$ cat config.mk
export PLATFORM = sky130hd
export DESIGN_NAME = nine_bit_uart_tx
export DESIGN_NICKNAME = d
export VERILOG_FILES = /design/src/rtl/utx_pkg.sv /design/src/rtl/utx_hold.sv /design/src/rtl/utx_serializer.sv /design/src/rtl/utx_route.sv /design/src/rtl/nine_bit_uart_tx.sv
export SDC_FILE = /design/constraint.sdc
export NUM_CORES = 1
export LEC_CHECK = 0
export BUFFER_PORTS_ARGS = -buffer_cell sky130_fd_sc_hd__buf_2
export CAP_MARGIN = 5
export CORE_MARGIN = 8
export CORE_UTILIZATION = 35
export CTS_CLUSTER_SIZE = 30
export DETAILED_ROUTE_END_ITERATION = 8
export RECOVER_POWER = 50
export SKIP_LAST_GASP = 1
export SYNTH_ARGS = -nofsm -noshare
export SYNTH_HDL_FRONTEND = slang
export SYNTH_SLANG_ARGS = --single-unit
$ cat constraint.sdc
create_clock -name clk -period 5 [get_ports clk]
set_input_delay 0.5 -clock clk [delete_from_list [all_inputs] [get_ports clk]]
set_output_delay 0.5 -clock clk [all_outputs]
set_load 0.01 [all_outputs]
$ cat src/rtl/utx_pkg.sv
package utx_pkg;

   typedef enum logic [1:0] {
      SH_IDLE = 2'd0,
      SH_DATA = 2'd1,
      SH_STOP = 2'd2
   } sh_state_e;

   typedef enum logic [1:0] {
      STOP_FRAC = 2'd0,
      STOP_ONE  = 2'd1,
      STOP_TWO  = 2'd2,
      STOP_TWOB = 2'd3
   } stop_code_e;

   function automatic int unsigned stop_span(input stop_code_e code,
                                             input int unsigned osr,
                                             input int unsigned frac);
      case (code)
         STOP_FRAC: return frac;
         STOP_ONE:  return osr;
         default:   return 2 * osr;
      endcase
   endfunction

endpackage

$ cat src/rtl/utx_hold.sv
module utx_hold #(
   parameter int unsigned DW = 9
) (
   input  logic          clk,
   input  logic          rst_n,
   input  logic          wr_i,
   input  logic [DW-1:0] wr_data_i,
   input  logic          lowpwr_i,
   input  logic          take_i,
   output logic [DW-1:0] data_o,
   output logic          empty_o
);

   logic [DW-1:0] hold_q;
   logic          empty_q;

   always_ff @(posedge clk) begin
      if (!rst_n) begin
         hold_q  <= '0;
         empty_q <= 1'b1;
      end else begin
         if (wr_i && !lowpwr_i)
            hold_q <= wr_data_i;
         if (lowpwr_i)
            empty_q <= 1'b1;
         else if (wr_i)
            empty_q <= 1'b0;
         else if (take_i)
            empty_q <= 1'b1;
      end
   end

   assign data_o  = hold_q;
   assign empty_o = empty_q;

endmodule

$ cat src/rtl/utx_serializer.sv
module utx_serializer
   import utx_pkg::*;
#(
   parameter int unsigned DW   = 9,
   parameter int unsigned OSR  = 16,
   parameter int unsigned FRAC = 14
) (
   input  logic          clk,
   input  logic          rst_n,
   input  logic          tick_i,
   input  logic          load_i,
   input  logic [DW-1:0] data_i,
   input  logic          full_len_i,
   input  logic [1:0]    stop_code_i,
   input  logic          lowpwr_i,
   output logic          ser_o,
   output logic          idle_o
);

   localparam int unsigned SW = DW + 1;
   localparam int unsigned CW = $clog2(2 * OSR);
   localparam int unsigned BW = $clog2(DW + 2);

   localparam logic [CW-1:0] LAST_TICK = CW'(OSR - 1);
   localparam logic [BW-1:0] LEN_FULL  = BW'(DW + 1);
   localparam logic [BW-1:0] LEN_SHORT = BW'(DW);

   sh_state_e     state_q;
   logic [SW-1:0] sft_q;
   logic [CW-1:0] tcnt_q;
   logic [BW-1:0] left_q;
   stop_code_e    stop_q;
   logic [CW-1:0] stop_last;
   logic          top_bit;

   assign top_bit   = full_len_i ? data_i[DW-1] : 1'b1;
   assign stop_last = CW'(stop_span(stop_q, OSR, FRAC) - 1);

   always_ff @(posedge clk) begin
      if (!rst_n) begin
         state_q <= SH_IDLE;
         sft_q   <= '1;
         tcnt_q  <= '0;
         left_q  <= '0;
         stop_q  <= STOP_ONE;
      end else if (lowpwr_i) begin
         state_q <= SH_IDLE;
         sft_q   <= '1;
         tcnt_q  <= '0;
         left_q  <= '0;
      end else begin
         case (state_q)
            SH_IDLE: begin
               if (load_i) begin
                  sft_q   <= {top_bit, data_i[DW-2:0], 1'b0};
                  left_q  <= full_len_i ? LEN_FULL : LEN_SHORT;
                  stop_q  <= stop_code_e'(stop_code_i);
                  tcnt_q  <= '0;
                  state_q <= SH_DATA;
               end
            end
            SH_DATA: begin
               if (tick_i) begin
                  if (tcnt_q == LAST_TICK) begin
                     tcnt_q <= '0;
                     sft_q  <= {1'b1, sft_q[SW-1:1]};
                     if (left_q == BW'(1)) begin
                        sft_q   <= '1;
                        state_q <= SH_STOP;
                     end
                     left_q <= left_q - BW'(1);
                  end else begin
                     tcnt_q <= tcnt_q + CW'(1);
                  end
               end
            end
            SH_STOP: begin
               if (tick_i) begin
                  if (tcnt_q == stop_last) begin
                     tcnt_q  <= '0;
                     state_q <= SH_IDLE;
                  end else begin
                     tcnt_q <= tcnt_q + CW'(1);
                  end
               end
            end
            default: state_q <= SH_IDLE;
         endcase
      end
   end

   assign ser_o  = sft_q[0];
   assign idle_o = (state_q == SH_IDLE);

endmodule

$ cat src/rtl/utx_route.sv
module utx_route #(
   parameter bit HAS_LOOP = 1'b1
) (
   input  logic       ser_i,
   input  logic [1:0] loop_sel_i,
   output logic       tx_o,
   output logic       rx_loop_o,
   output logic       loop_on_o
);

   generate
      if (HAS_LOOP) begin : g_loop
         assign loop_on_o = &loop_sel_i;
      end else begin : g_noloop
         logic unused_sel;
         assign unused_sel = ^loop_sel_i;
         assign loop_on_o  = 1'b0;
      end
   endgenerate

   assign tx_o      = loop_on_o ? 1'b1 : ser_i;
   assign rx_loop_o = loop_on_o ? ser_i : 1'b1;

endmodule

$ cat src/rtl/nine_bit_uart_tx.sv
module nine_bit_uart_tx #(
   parameter int unsigned DW       = 9,
   parameter int unsigned OSR      = 16,
   parameter int unsigned FRAC     = 14,
   parameter bit          HAS_LOOP = 1'b1
) (
   input  logic          clk,
   input  logic          rst_n,
   input  logic          tick_i,
   input  logic          wr_i,
   input  logic [DW-1:0] wr_data_i,
   input  logic          nine_bit_i,
   input  logic [1:0]    stop_sel_i,
   input  logic [1:0]    loop_i,
   input  logic          lowpwr_i,
   output logic          tx_o,
   output logic          loop_rx_o,
   output logic          tbmt_o,
   output logic          busy_o
);

   generate
      if (DW < 2) begin : g_bad_dw
         $error("nine_bit_uart_tx: DW must be at least 2");
      end
      if (OSR < 2) begin : g_bad_osr
         $error("nine_bit_uart_tx: OSR must be at least 2");
      end
      if (FRAC == 0 || FRAC >= OSR) begin : g_bad_frac
         $error("nine_bit_uart_tx: FRAC must lie between 1 and OSR-1");
      end
   endgenerate

   logic [DW-1:0] hold_data;
   logic          hold_empty;
   logic          sh_idle;
   logic          take;
   logic          ser_line;
   logic          loop_on;
   logic          full_len;

   assign take     = sh_idle && !hold_empty && !lowpwr_i;
   assign full_len = nine_bit_i || loop_on;

   utx_hold #(.DW(DW)) u_hold (
      .clk       (clk),
      .rst_n     (rst_n),
      .wr_i      (wr_i),
      .wr_data_i (wr_data_i),
      .lowpwr_i  (lowpwr_i),
      .take_i    (take),
      .data_o    (hold_data),
      .empty_o   (hold_empty)
   );

   utx_serializer #(.DW(DW), .OSR(OSR), .FRAC(FRAC)) u_ser (
      .clk         (clk),
      .rst_n       (rst_n),
      .tick_i      (tick_i),
      .load_i      (take),
      .data_i      (hold_data),
      .full_len_i  (full_len),
      .stop_code_i (stop_sel_i),
      .lowpwr_i    (lowpwr_i),
      .ser_o       (ser_line),
      .idle_o      (sh_idle)
   );

   utx_route #(.HAS_LOOP(HAS_LOOP)) u_route (
      .ser_i      (ser_line),
      .loop_sel_i (loop_i),
      .tx_o       (tx_o),
      .rx_loop_o  (loop_rx_o),
      .loop_on_o  (loop_on)
   );

   assign tbmt_o = hold_empty;
   assign busy_o = !sh_idle;

endmodule

==> results.sh <==
export IMPL_status="finished, final reports clean"
export IMPL_rrSetupSlack_ns=2.59
export IMPL_synth_async_reset_ratio_pct=0
export IMPL_gp_congestion=0.757
export IMPL_post_drt_via_cell_ratio=5.26
export IMPL_grtUsageTotal_pct=11.2
export IMPL_clkTransAtPathRegs_ns=0.07
export IMPL_portBuffers=22
export IMPL_dr_pass1_iters=4
export IMPL_power_internal_uw=451
export IMPL_worstHoldPathType="input pin to flop"
export IMPL_r2r_cells=7
export IMPL_p_sw_uw=134
export IMPL_fin_util_pct=41.7
export IMPL_synth_cell_types=38
export IMPL_syn2layout_area_growth_pct=15.4
export IMPL_synth_edf_count=0
export IMPL_layout_drive_gt1_share_pct=12.2
export IMPL_clkPwrFrac_pct=45.2
export IMPL_synth_ff_type="dfxtp_1"
export IMPL_drc=0
export IMPL_finalPower_uw=584
export IMPL_skew_ns=0.00456
export IMPL_critPathKind="flop to flop"
export IMPL_drt_iter0_drc=80
export IMPL_clockRootBuffer="clkbuf_8"
export IMPL_powerDensity_nw_per_um2=299
export IMPL_ioPinCount=23
export IMPL_post_cts_buffers=0
export IMPL_slew_headroom_pct=39.7
export IMPL_final_cell_mix="nand2_1, dfxtp_1, buf_2"
export IMPL_antenna_found_initial=0
export IMPL_max_cap_viol_count=0
export IMPL_yosysSeqAreaShare_pct=39.0
export IMPL_switching_share_pct=22.9
export IMPL_cts_made_buffers=5
export IMPL_leakage_uw=0.000775
export IMPL_grt_pass1_vias=1441
export IMPL_clkSinkCount=33
export IMPL_cts_tree="yes"
export IMPL_cp_required_ns=5.22
export IMPL_hold_buffers=0
export IMPL_ir_drop_v=0.000118
export IMPL_wire_per_inst_um=13.6
export IMPL_antenna_cells=0
export IMPL_grt_max_degree=25
export IMPL_drv_slew=0
export IMPL_clk_latency_ns=0.29
export IMPL_ys_ff_latch=33
export IMPL_ys_warn_count=0
export IMPL_die_w_um=85.6
export IMPL_fin_setup_tns_ns=0
export IMPL_clockBufferDepth=2
export IMPL_rows=25
export IMPL_fp_dieH_um=85.6
export IMPL_avgSynthCellArea_sq_um=8.47
export IMPL_layout_commonest_cell="nand2_1"
export IMPL_htreeDepth=2
export IMPL_min_period_ns=2.41
export IMPL_antenna_left=0
export IMPL_hold_violations=0
export IMPL_fp_coreArea_sq_um=4690
export IMPL_end_kind="flop"
export IMPL_grt_ovfl_total=0
export IMPL_grt_pass1_wl_um=6570
export IMPL_seqPwrFrac_pct=46.9
export IMPL_timing_fmax_mhz=414
export IMPL_worst_pin_slew_ns=0.904
export IMPL_cp_data_arrival_time_ns=2.63
export IMPL_finalCritPeriodShare_pct=48.3
export IMPL_rsz0062_at_grt="false"
export IMPL_wirelength_um=3760
export IMPL_synth_nets=229
export IMPL_mappedNetlistArea_sq_um=1690
export IMPL_critPathLaunchType="flop"
export IMPL_num_vias=1451
export IMPL_path_max_fanout=24
export IMPL_fin_nets=250
export IMPL_postCtsResizedCells=0
export IMPL_netlist_instances=200
export IMPL_start_util_pct=36.1
export IMPL_die_area_sq_um=7320
export IMPL_hpwl_um=2740
export IMPL_power_frac_comb_pct=7.8
export IMPL_setup_viol=0
export IMPL_hold_path_depth=3
[registers in the layout, summed over array words and instances (netlist names)]
name	cells
u_ser.tcnt_q	5
u_ser.sft_q	10
u_hold.empty_o	1
u_ser.left_q	4
u_ser.stop_q	2
u_ser.state_q	2
u_hold.data_o	9
[synthesized netlist by cell type (5+ instances only)]
library cell | n | share of area, %
o21ai_0 | 7 | 2.1
o221ai_1 | 8 | 4.1
nor2_1 | 5 | 1.1
a21boi_0 | 9 | 4.0
ha_1 | 10 | 7.4
clkbuf_1 | 8 | 1.8
dfxtp_1 | 33 | 39
nand3_1 | 14 | 4.1
inv_1 | 8 | 1.8
a21oi_1 | 7 | 2.1
nand2_1 | 38 | 8.4
[metrics by stage]
stage | cell area (sq um) | std cells | worst slack (ns) | hold WS, ns
2_1_floorplan | 1690 | 200 | 3.08 | 0.432
3_3_place_gp | 1850 | 268 | 2.73 | 0.447
3_5_place_dp | 1850 | 268 | 2.67 | 0.455
4_1_cts | 1970 | 276 | 2.66 | 0.412
5_1_grt | 1960 | 276 | 2.33 | 0.411
6_report | 1960 | 276 | 2.59 | 0.424
[layout make-up]
cell class | instances | area (sq um)
fill | 494 | 2740
multi-input combinational | 149 | 966
sequential | 33 | 661
timing repair buffer | 24 | 111
clock buffer | 6 | 82.6
tap | 54 | 67.6
clock inverter | 2 | 37.5
inverter | 8 | 30.0
[final timing paths]
path,from,endpoint
max,u_ser.state_q[1],u_ser.sft_q[8]
min,stop_sel_i[0],u_ser.stop_q[0]
max reg2reg,u_ser.state_q[1],u_ser.sft_q[8]
min reg2reg,u_ser.sft_q[1],u_ser.sft_q[1]
[metal layers]
layer | global-route usage [%] | routed length [um] | up-vias | share of wire (%)
met5 | 0 | 0 | - | 0
met4 | 5.25 | 49 | 0 | 1.3
met3 | 3.92 | 225 | 5 | 6.0
met2 | 16.4 | 1610 | 30 | 43
met1 | 14.2 | 1880 | 663 | 50
li1 | - | - | 753 | -
[cell families after synthesis]
kind of cell	Yosys count	synth area share, %
compound gates	49	21.8
xor+xnor	2	1.03
simple gates	84	24.4
fa+ha+maj	10	7.39
mux	4	2.36
buf+inv	18	3.99
flops	33	39.0
[power by group through the flow]
stage | sequential, uW | combinational (uW) | clock [uW]
6_report | 274 | 45.9 | 264
5_1_grt | 275 | 52.1 | 288
4_1_cts | 274 | 47.6 | 274
3_5_place_dp | 280 | 47.4 | 0
3_3_place_gp | 280 | 47.2 | 0
2_1_floorplan | 279 | 30.7 | 0
[worst max-delay path, stage by stage, from the launching register on]
cell and delay (ns):
dfxtp_1 0.34, inv_1 0.10, ha_1 0.67, nor2_1 0.18
a211oi_1 0.26, clkbuf_1 0.45, o221ai_1 0.23, nand3_1 0.12
No activity file was read; power rests on OpenSTA's default activity.
